--- src/rtl/fp2int_pkg.sv ---
package fp2int_pkg;

    localparam int RES_W    = 64;
    localparam int SIG_W    = 53;
    localparam int SHIFT_W  = 13;
    localparam int SHAMT_W  = $clog2(RES_W);
    localparam int NUM_FMT  = 3;

    typedef enum logic [1:0] {
        FMT_HALF       = 2'd0,
        FMT_SINGLE     = 2'd1,
        FMT_DOUBLE     = 2'd2,
        FMT_DOUBLE_ALT = 2'd3
    } fmt_e;

    typedef struct packed {
        logic                      sign;
        logic                      nan;
        logic                      ovf;
        logic signed [SHIFT_W-1:0] shift;
        logic [SIG_W-1:0]          sig;
    } fld_t;

    function automatic int fmt_exp_w(int f);
        case (f)
            0:       return 5;
            1:       return 8;
            default: return 11;
        endcase
    endfunction

    function automatic int fmt_man_w(int f);
        case (f)
            0:       return 10;
            1:       return 23;
            default: return 52;
        endcase
    endfunction

    function automatic int fmt_bias(int f);
        case (f)
            0:       return 15;
            1:       return 127;
            default: return 1023;
        endcase
    endfunction

    function automatic int fmt_ovf_lim(int f);
        case (f)
            0:       return 30;
            1:       return 190;
            default: return 1089;
        endcase
    endfunction

endpackage

--- src/rtl/fp2int_field_dec.sv ---
module fp2int_field_dec
    import fp2int_pkg::*;
#(
    parameter int EXP_W   = 11,
    parameter int MAN_W   = 52,
    parameter int BIAS    = 1023,
    parameter int OVF_LIM = 1089
) (
    input  logic [EXP_W+MAN_W:0] bits_i,
    output fld_t                 info_o
);
    localparam int POINT = BIAS + MAN_W;

    logic [EXP_W-1:0] exp_f;
    logic [MAN_W-1:0] man_f;
    logic             hidden;
    logic [EXP_W-1:0] exp_eff;

    assign exp_f   = bits_i[EXP_W+MAN_W-1:MAN_W];
    assign man_f   = bits_i[MAN_W-1:0];
    assign hidden  = |exp_f;
    assign exp_eff = hidden ? exp_f : EXP_W'(1);

    always_comb begin
        info_o.sign  = bits_i[EXP_W+MAN_W];
        info_o.nan   = (&exp_f) && (|man_f);
        info_o.ovf   = (32'(exp_f) > OVF_LIM);
        info_o.shift = $signed({{(SHIFT_W-EXP_W){1'b0}}, exp_eff})
                     - $signed(SHIFT_W'(POINT));
        info_o.sig   = SIG_W'({hidden, man_f});
    end
endmodule

--- src/rtl/fp2int_align.sv ---
module fp2int_align
    import fp2int_pkg::*;
(
    input  logic [SIG_W-1:0]          sig_i,
    input  logic signed [SHIFT_W-1:0] shift_i,
    output logic [RES_W-1:0]          mag_o
);
    logic [SHIFT_W-1:0] rsh;

    always_comb begin
        rsh   = -shift_i;
        mag_o = '0;
        if (!shift_i[SHIFT_W-1]) begin
            if (shift_i < $signed(SHIFT_W'(RES_W)))
                mag_o = RES_W'(sig_i) << shift_i[SHAMT_W-1:0];
        end else if (rsh < SHIFT_W'(RES_W)) begin
            mag_o = RES_W'(sig_i) >> rsh[SHAMT_W-1:0];
        end
    end
endmodule

--- src/rtl/fp2int_saturate.sv ---
module fp2int_saturate
    import fp2int_pkg::*;
(
    input  logic [RES_W-1:0] mag_i,
    input  logic             sign_i,
    input  logic             nan_i,
    input  logic             ovf_i,
    input  logic             signed_i,
    output logic [RES_W-1:0] res_o
);
    localparam logic [RES_W-1:0] MAX_POS = {1'b0, {(RES_W-1){1'b1}}};
    localparam logic [RES_W-1:0] MIN_NEG = {1'b1, {(RES_W-1){1'b0}}};
    localparam logic [RES_W-1:0] ALL_ONE = '1;

    always_comb begin
        if (signed_i) begin
            res_o = sign_i ? (~mag_i + RES_W'(1)) : mag_i;
            if ((res_o != '0) && (res_o[RES_W-1] != sign_i)) res_o = MAX_POS;
            if (ovf_i) res_o = MIN_NEG;
            if (ovf_i && !sign_i) res_o = MAX_POS;
        end else begin
            res_o = mag_i;
            if (sign_i) res_o = '0;
            if (ovf_i && !sign_i) res_o = ALL_ONE;
        end
        if (nan_i) res_o = '0;
    end
endmodule

--- src/rtl/fp2int_conv.sv ---
module fp2int_conv
    import fp2int_pkg::*;
(
    input  logic             clk,
    input  logic             rst_n,
    input  logic [RES_W-1:0] operand_i,
    input  logic [1:0]       fmt_i,
    input  logic             signed_i,
    output logic [RES_W-1:0] result_o
);
    logic [RES_W-1:0] opnd_q;
    fmt_e             fmt_q;
    logic             sgn_q;
    fld_t             dec [NUM_FMT];
    fld_t             sel;
    logic [RES_W-1:0] mag;
    logic [RES_W-1:0] res_d;

    always_ff @(posedge clk or negedge rst_n) begin
        if (!rst_n) begin
            opnd_q <= '0;
            fmt_q  <= FMT_DOUBLE;
            sgn_q  <= 1'b0;
        end else begin
            opnd_q <= operand_i;
            fmt_q  <= fmt_e'(fmt_i);
            sgn_q  <= signed_i;
        end
    end

    for (genvar f = 0; f < NUM_FMT; f++) begin : g_dec
        localparam int EW = fmt_exp_w(f);
        localparam int MW = fmt_man_w(f);
        fp2int_field_dec #(
            .EXP_W  (EW),
            .MAN_W  (MW),
            .BIAS   (fmt_bias(f)),
            .OVF_LIM(fmt_ovf_lim(f))
        ) u_dec (
            .bits_i(opnd_q[EW+MW:0]),
            .info_o(dec[f])
        );
    end

    always_comb begin
        unique case (fmt_q)
            FMT_HALF:   sel = dec[0];
            FMT_SINGLE: sel = dec[1];
            default:    sel = dec[2];
        endcase
    end

    fp2int_align u_align (
        .sig_i  (sel.sig),
        .shift_i(sel.shift),
        .mag_o  (mag)
    );

    fp2int_saturate u_sat (
        .mag_i   (mag),
        .sign_i  (sel.sign),
        .nan_i   (sel.nan),
        .ovf_i   (sel.ovf),
        .signed_i(sgn_q),
        .res_o   (res_d)
    );

    always_ff @(posedge clk or negedge rst_n) begin
        if (!rst_n) result_o <= '0;
        else        result_o <= res_d;
    end
endmodule

--- config.mk ---
export PLATFORM = sky130hd
export DESIGN_NAME = fp2int_conv
export DESIGN_NICKNAME = d
export VERILOG_FILES = /design/src/rtl/fp2int_pkg.sv /design/src/rtl/fp2int_field_dec.sv /design/src/rtl/fp2int_align.sv /design/src/rtl/fp2int_saturate.sv /design/src/rtl/fp2int_conv.sv
export SDC_FILE = /design/constraint.sdc
export NUM_CORES = 1
export LEC_CHECK = 0
export ABC_AREA = 1
export BUFFER_PORTS_ARGS = -buffer_cell sky130_fd_sc_hd__buf_2
export CELL_PAD_IN_SITES_DETAIL_PLACEMENT = 1
export CELL_PAD_IN_SITES_GLOBAL_PLACEMENT = 1
export CORE_UTILIZATION = 43
export CTS_CLUSTER_SIZE = 40
export DETAILED_ROUTE_END_ITERATION = 8
export HOLD_SLACK_MARGIN = 0.05
export PLACE_DENSITY_LB_ADDON = 0.1
export REMOVE_ABC_BUFFERS = 1
export SETUP_SLACK_MARGIN = 0.4
export SLEW_MARGIN = 20
export SYNTH_ARGS = -nofsm -noshare
export SYNTH_HDL_FRONTEND = slang
export SYNTH_HIERARCHICAL = 1
export SYNTH_SLANG_ARGS = --single-unit
--- constraint.sdc ---
create_clock -name clk -period 6 [get_ports clk]
set_clock_uncertainty 0.2 [all_clocks]
set_input_delay 0.6 -clock clk [delete_from_list [all_inputs] [get_ports clk]]
set_output_delay 0.6 -clock clk [all_outputs]
set_load 0.05 [all_outputs]
==> metrics.md, run 1 <==
| Metric | Value |
|---|---|
| Share of cells above drive strength 1 | `0.2634` |
| Total global routing overflow | `0` |
| Area leader, netlist | `nand3_1` |
| Synthesized instance count | `roughly 3400` |
| Die X-Extent | `roughly 210 um` |
| Top-level port count | `about 130` |
| DRT antenna net count | `0` |
| Top cells by count, synth | `1126 x nand2_1, 862 x nand3_1, 293 x nor2_1` |
| Largest net degree at the start of global routing | `80` |
| Core area | `43080 um2` |
| Max H-tree Level | `4` |
| Vias | `25430` |
| Critical path origin | `opnd_q[52]` |
| Most used DFF post-synth | `dfrtp_1` |
| Area Overhead vs Synth | `25.59%` |
| First-pass GRT wire length | `between 100000 and 150000 um` |
| Initial DRC Count | `between 3000 and 4000` |
| Count leader, synth | `nand2_1` |
| Slowest-stage cell, CP | `dfrtp_1` |
| Critical Path AT | `just over 6 ns` |
| Starting density of the core | `0.4362` |
| Syn Area/Cell | `between 5 and 6 um2` |
| Maximum clock insertion buffer count | `2` |
| Pleak | `around 12 nW` |
| CTS Sinks | `131` |
| First-pass detailed-route iteration total | `6` |
| Worst-path clk slew | `~0.06 ns` |
| Peak supply drop | `approximately 220 uV` |
| Final min period | `5.884 ns` |
| Worst reg2reg path depth | `37` |
| Crit path launch type | `flop` |
| Via/cell ratio | `between 6 and 7` |
| Unrepaired setup endpoints after global routing | `false` |
| Placer Congestion | `roughly 1.1` |
| Yosys warns | `6` |
| Yosys cell types | `49` |
| Yosys reg bits | `around 130` |
| Initial antenna violation count | `3` |
| Root Buffer Master | `clkbuf_16` |
| CP delay by family, top | `simple AND/OR/NAND/NOR gates` |
| CP required | `roughly 6.2 ns` |
| Worst slew margin | `0.3577` |
| Crit share post-route | `0.9807` |
| Vias in the first global route | `approximately 24000` |
| Crit path max fanout | `8` |
| Status | `finished clean` |
| Post-Syn Area | `between 15000 and 20000 um2` |
| Largest cells by area after synthesis | `nand3_1 23%, nand2_1 22%, dfrtp_1 17%, buf_4 7.6%, nor2_1 5.9%` |
| Worst setup EP type | `flop` |
| Worst Max-Slew Pin Slew | `approximately 0.96 ns` |
| WL/cell | `roughly 25 um` |
| R2R Setup Slk | `0.12 ns` |
| Final Non-Filler Cells | `roughly 4000` |
| Sequential share of the synthesized area | `0.1745` |
| CP most frequent cell | `nand2_2` |
| Chip height | `roughly 210 um` |
| Post-DP HPWL | `about 69000 um` |
| CTS tree | `yes` |
| Pwr Total | `just over 0.006 W` |
| Crit path kind | `reg2reg` |
| CTS Buf Count | `17` |
| Die area | `44530 um2` |
| Post-synth ARST share | `1.000` |
| Capture point of the worst path | `result_o[18]` |
| Clock Latency Late Sink | `0.51 ns` |
| Max Cap Viol | `0` |
| DRC Markers | `0` |
| Global Route Usage Sum | `0.4177` |
| Buffers added on ports | `between 100 and 150` |
| Post-synth EDFFs | `0` |
| Top cell type's share of synthesized area | `0.2296` |
| Reg2Reg Launch Point | `opnd_q[52]` |
| CP bufs+invs | `6` |
| Pwr Density | `roughly 260 nW/um2` |
| Max Slew Vio Count | `0` |
| Reg-to-reg endpoint | `result_o[18]` |
| Fin. Hold Viols | `0` |
| Levels on crit path | `37` |
| Cell Rows | `76` |
| NumNets Final | `~3600` |
| Max stage delay on crit path | `between 0.4 and 0.5 ns` |
| Routed WL | `102800 um` |
| Fmax | `~170 MHz` |
| # setup viols final | `0` |
| DP Cell Count | `3900` |
| HP Class | `in2async` |
[worst min path at each step]
stage / depth (start not counted) / startpoint / end
finish: 2 / rst_n / result_o[21]
global route: 2 / rst_n / result_o[10]
CTS: 2 / rst_n / result_o[10]
detailed placement: 1 / rst_n / result_o[10]
global placement: 1 / rst_n / result_o[10]
floorplan: 0 / rst_n / fmt_q[0]
[layout by cell type (no fill, tap or decap), drive strengths merged, types with 2 or more instances in the layout]
cell type,count
nand2,1235
nand3,868
nor2,313
buf,289
inv,159
o21ai,131
dfrtp,130
a21oi,118
conb,71
dlygate4sd3,68
clkbuf,43
nand4,25
xor2,10
nor3,8
clkinvlp,5
and2,5
clkinv,5
nand3b,4
or2,4
ha,4
bufinv,3
o211ai,3
a31oi,3
o31ai,2
[cells by family (layout without fill, tap and decap cells)]
kind of cell | after synthesis | count (layout) | share of synthesized area
AND/OR/NAND/NOR | 2459 | 2462 | 0.5816
AO/OA/AOI/OAI | 260 | 260 | 0.07399
multiplexers | 1 | 1 | 0.0005993
XOR/XNOR | 11 | 11 | 0.006127
buffers and inverters | 535 | 572 | 0.1601
flip-flops | 131 | 131 | 0.1745
other | 2 | 72 | 0.0003997
adder cells (fa/ha/maj) | 4 | 4 | 0.002664
[through the flow]
stage / utilization / area, um2 / setup TNS, ns / setup slack [ns] / hold slack (ns)
after floorplan: - / 16650 / -177.30 / -2.810 / 0.1044
after global placement: 0.4380 / 18870 / -0.2177 / -0.03952 / 0.4221
after detailed placement: 0.4380 / 18870 / -5.228 / -0.1374 / 0.4349
after CTS: 0.4824 / 20780 / 0 / 0.4002 / 0.4733
after global routing: 0.5478 / 23600 / 0 / 0.01817 / 0.5285
final: 0.5478 / 23600 / 0 / 0.1161 / 0.4614
[report_power, final]
group	leakage, nW	switching [W]	internal [W]
Sequential	1.54	0.0000528	0.000975
Combinational	10.4	0.00272	0.00120
Clock	0.287	0.000456	0.000684
[routing by layer]
layer  wire [um]  global-route usage  share of wire
met1       43670              0.5785           0.42
met2       45930              0.6647           0.45
met3        9275             0.06453          0.090
met4        3958              0.1239          0.038
met5          10                   0       0.000097
[flip-flops by register name, indices dropped and copies added, names as in the netlist]
name      flops
opnd_q       64
result_o     64
fmt_q         2
sgn_q         1
[area by class of cell]
cell class | instances | area (um2)
fillers | 5954 | 19480
multi-input cells | 2809 | 14830
repair buffers | 376 | 3461
flip-flops and latches | 131 | 3286
well taps | 585 | 732.0
inverters | 163 | 670.6
clock buffers | 24 | 481.7
clock inverters | 8 | 126.4
repair inverters | 1 | 6.256
diodes | 1 | 2.502
[timing repair]
| action | CTS | global route |
|---|---|---|
| endpoints found under the hold margin | 137 | 0 |
| endpoints found under the setup margin | 63 | 63 |
| pin swaps | 8 | 115 |
| hold buffers | 68 | 0 |
| buffers inserted | 12 | 52 |
| resized for setup | 79 | 497 |
| gates cloned | 8 | 25 |
Note: power is estimated with default switching activity, not from simulation.
==> inputs of run 2 (changes only) <==
==> constraint.sdc (replaced) <==
create_clock -name clk -period 5.95 [get_ports clk]
set_clock_uncertainty 0.2 [all_clocks]
set_input_delay 0.595 -clock clk [delete_from_list [all_inputs] [get_ports clk]]
set_output_delay 0.595 -clock clk [all_outputs]
set_load 0.05 [all_outputs]
==> metrics.md, run 2 (synthesis gave the netlist of run 1 again) <==
| Metric | Value |
|---|---|
| Max Slew Vio Count | `0` |
| CTS Sinks | `around 130` |
| Die X-Extent | `211.0 um` |
| Crit path launch type | `flop` |
| Routed WL | `105100 um` |
| Crit path max fanout | `13` |
| Final min period | `5.771 ns` |
| Core area | `43080 um2` |
| Global Route Usage Sum | `0.4190` |
| NumNets Final | `around 3600` |
| DP Cell Count | `around 3900` |
| Crit share post-route | `0.9699` |
| Vias in the first global route | `roughly 24000` |
| Final Non-Filler Cells | `approximately 4100` |
| Crit path kind | `reg2reg` |
| Top-level port count | `approximately 130` |
| Slowest-stage cell, CP | `dfrtp_1` |
| Buffers added on ports | `between 100 and 150` |
| Die area | `between 40000 and 50000 um2` |
| CP required | `around 6.1 ns` |
| Initial antenna violation count | `2` |
| Worst setup EP type | `flop` |
| First-pass detailed-route iteration total | `5` |
| Area Overhead vs Synth | `26.72%` |
| Maximum clock insertion buffer count | `2` |
| # setup viols final | `0` |
| Post-DP HPWL | `69370 um` |
| First-pass GRT wire length | `roughly 140000 um` |
| Fmax | `between 150 and 200 MHz` |
| Max Cap Viol | `0` |
| Chip height | `211.0 um` |
| CP most frequent cell | `nand2_2` |
| Fin. Hold Viols | `0` |
| Peak supply drop | `roughly 200 uV` |
| Starting density of the core | `0.4362` |
| Root Buffer Master | `clkbuf_16` |
| Via/cell ratio | `roughly 6.3` |
| DRC Markers | `0` |
| Total global routing overflow | `0` |
| Max stage delay on crit path | `0.44 ns` |
| CP delay by family, top | `simple AND/OR/NAND/NOR gates` |
| R2R Setup Slk | `0.18 ns` |
| HP Class | `in2async` |
| CP bufs+invs | `6` |
| Pleak | `~12 nW` |
| Largest net degree at the start of global routing | `between 70 and 80` |
| Worst Max-Slew Pin Slew | `between 0.9 and 1 ns` |
| Unrepaired setup endpoints after global routing | `true` |
| Initial DRC Count | `between 3000 and 4000` |
| Worst-path clk slew | `0.07 ns` |
| Critical Path AT | `between 5 and 6 ns` |
| Clock Latency Late Sink | `0.50 ns` |
| Share of cells above drive strength 1 | `0.2739` |
| Pwr Density | `about 260 nW/um2` |
| Status | `finished clean` |
| Regs by FF count | `opnd_q: 64 flops, result_o: 64 flops, fmt_q: 2 flops` |
| Final instance area | `about 24000 um2` |
| Setup TNS | `0 ns` |
| Worst slew margin | `0.3848` |
| DRT antenna net count | `0` |
| CTS Buf Count | `17` |
| CTS tree | `yes` |
| Placed instance area | `~19000 um2` |
| Cell Rows | `76` |
| Max H-tree Level | `4` |
| Layout Utilization | `0.5527` |
| Placer Congestion | `1.092` |
| WL/cell | `25.72 um` |
| Most common cell after layout, fill and taps aside | `nand2_1` |
| Vias | `between 20000 and 30000` |
| Most frequent cells in the layout | `1018 x nand2_1, 649 x nand3_1, 208 x nor2_1` |
## run 2: final cells by class
| cell class | count | area [um2] |
|---|---|---|
| clock buffer | 21 | 450.4 |
| multi-input combinational | 2808 | 15210 |
| timing repair buffer | 366 | 3326 |
| tap | 585 | 732.0 |
| antenna | 1 | 2.502 |
| fill | 5924 | 19270 |
| clock inverter | 11 | 128.9 |
| sequential | 131 | 3288 |
| timing repair inverter | 1 | 5.005 |
| inverter | 163 | 661.9 |
## run 2: metrics by stage
stage	total power, W	hold WS [ns]	worst slack (ns)
2_1_floorplan	0.003006	0.09941	-2.860
3_3_place_gp	0.003998	0.4166	-0.1047
3_5_place_dp	0.004067	0.4384	-0.4247
4_1_cts	0.005383	0.4804	0.3252
5_1_grt	0.006408	0.5309	0.04577
6_report	0.006189	0.4712	0.1793
## run 2: path summary, 6_finish.rpt
kind / start / end / cells past startpoint
setup / recovery: opnd_q[52] / result_o[30] / 40
hold / removal: rst_n / result_o[12] / 2
setup reg to reg: opnd_q[52] / result_o[30] / 40
hold reg to reg: sgn_q / result_o[50] / 2
max in group asynchronous: rst_n / opnd_q[24] / 3
min in group clk: fmt_i[0] / fmt_q[0] / 2
## run 2: layer usage
metal  vias to the layer above  routed length, um  GRT usage  share of wire
met5                         -                 12          0        0.00011
met2                      1625              46460     0.6707           0.44
met1                     12610              43350     0.5761           0.41
li1                      11080                  -          -              -
met3                       360              10040    0.05427          0.096
met4                         2               5252     0.1447          0.050
## run 2: repair_timing
action,CTS,global route
cloned,3,25
hold buffers,68,0
endpoints found under the setup margin,64,64
hold endpoints to repair,137,0
setup buffers,18,27
gates resized for setup,164,476
pin swaps,9,87
## run 2: worst register-to-register path: cells and delay by family (launching register included)
kind | cells | cell delay [ns]
and+or+nand+nor | 30 | 3.51
buffers and inverters | 6 | 0.86
DFF | 1 | 0.44
adders and majority gates | 2 | 0.37
AOI/OAI and AO/OA | 2 | 0.23
## run 2: power breakdown
part / total [W] / switching, W / internal, W / leakage, nW
logic: 0.00404 / 0.00282 / 0.00122 / 10.5
clock network: 0.00112 / 0.000487 / 0.000628 / 0.278
registers: 0.00104 / 0.0000525 / 0.000983 / 1.54
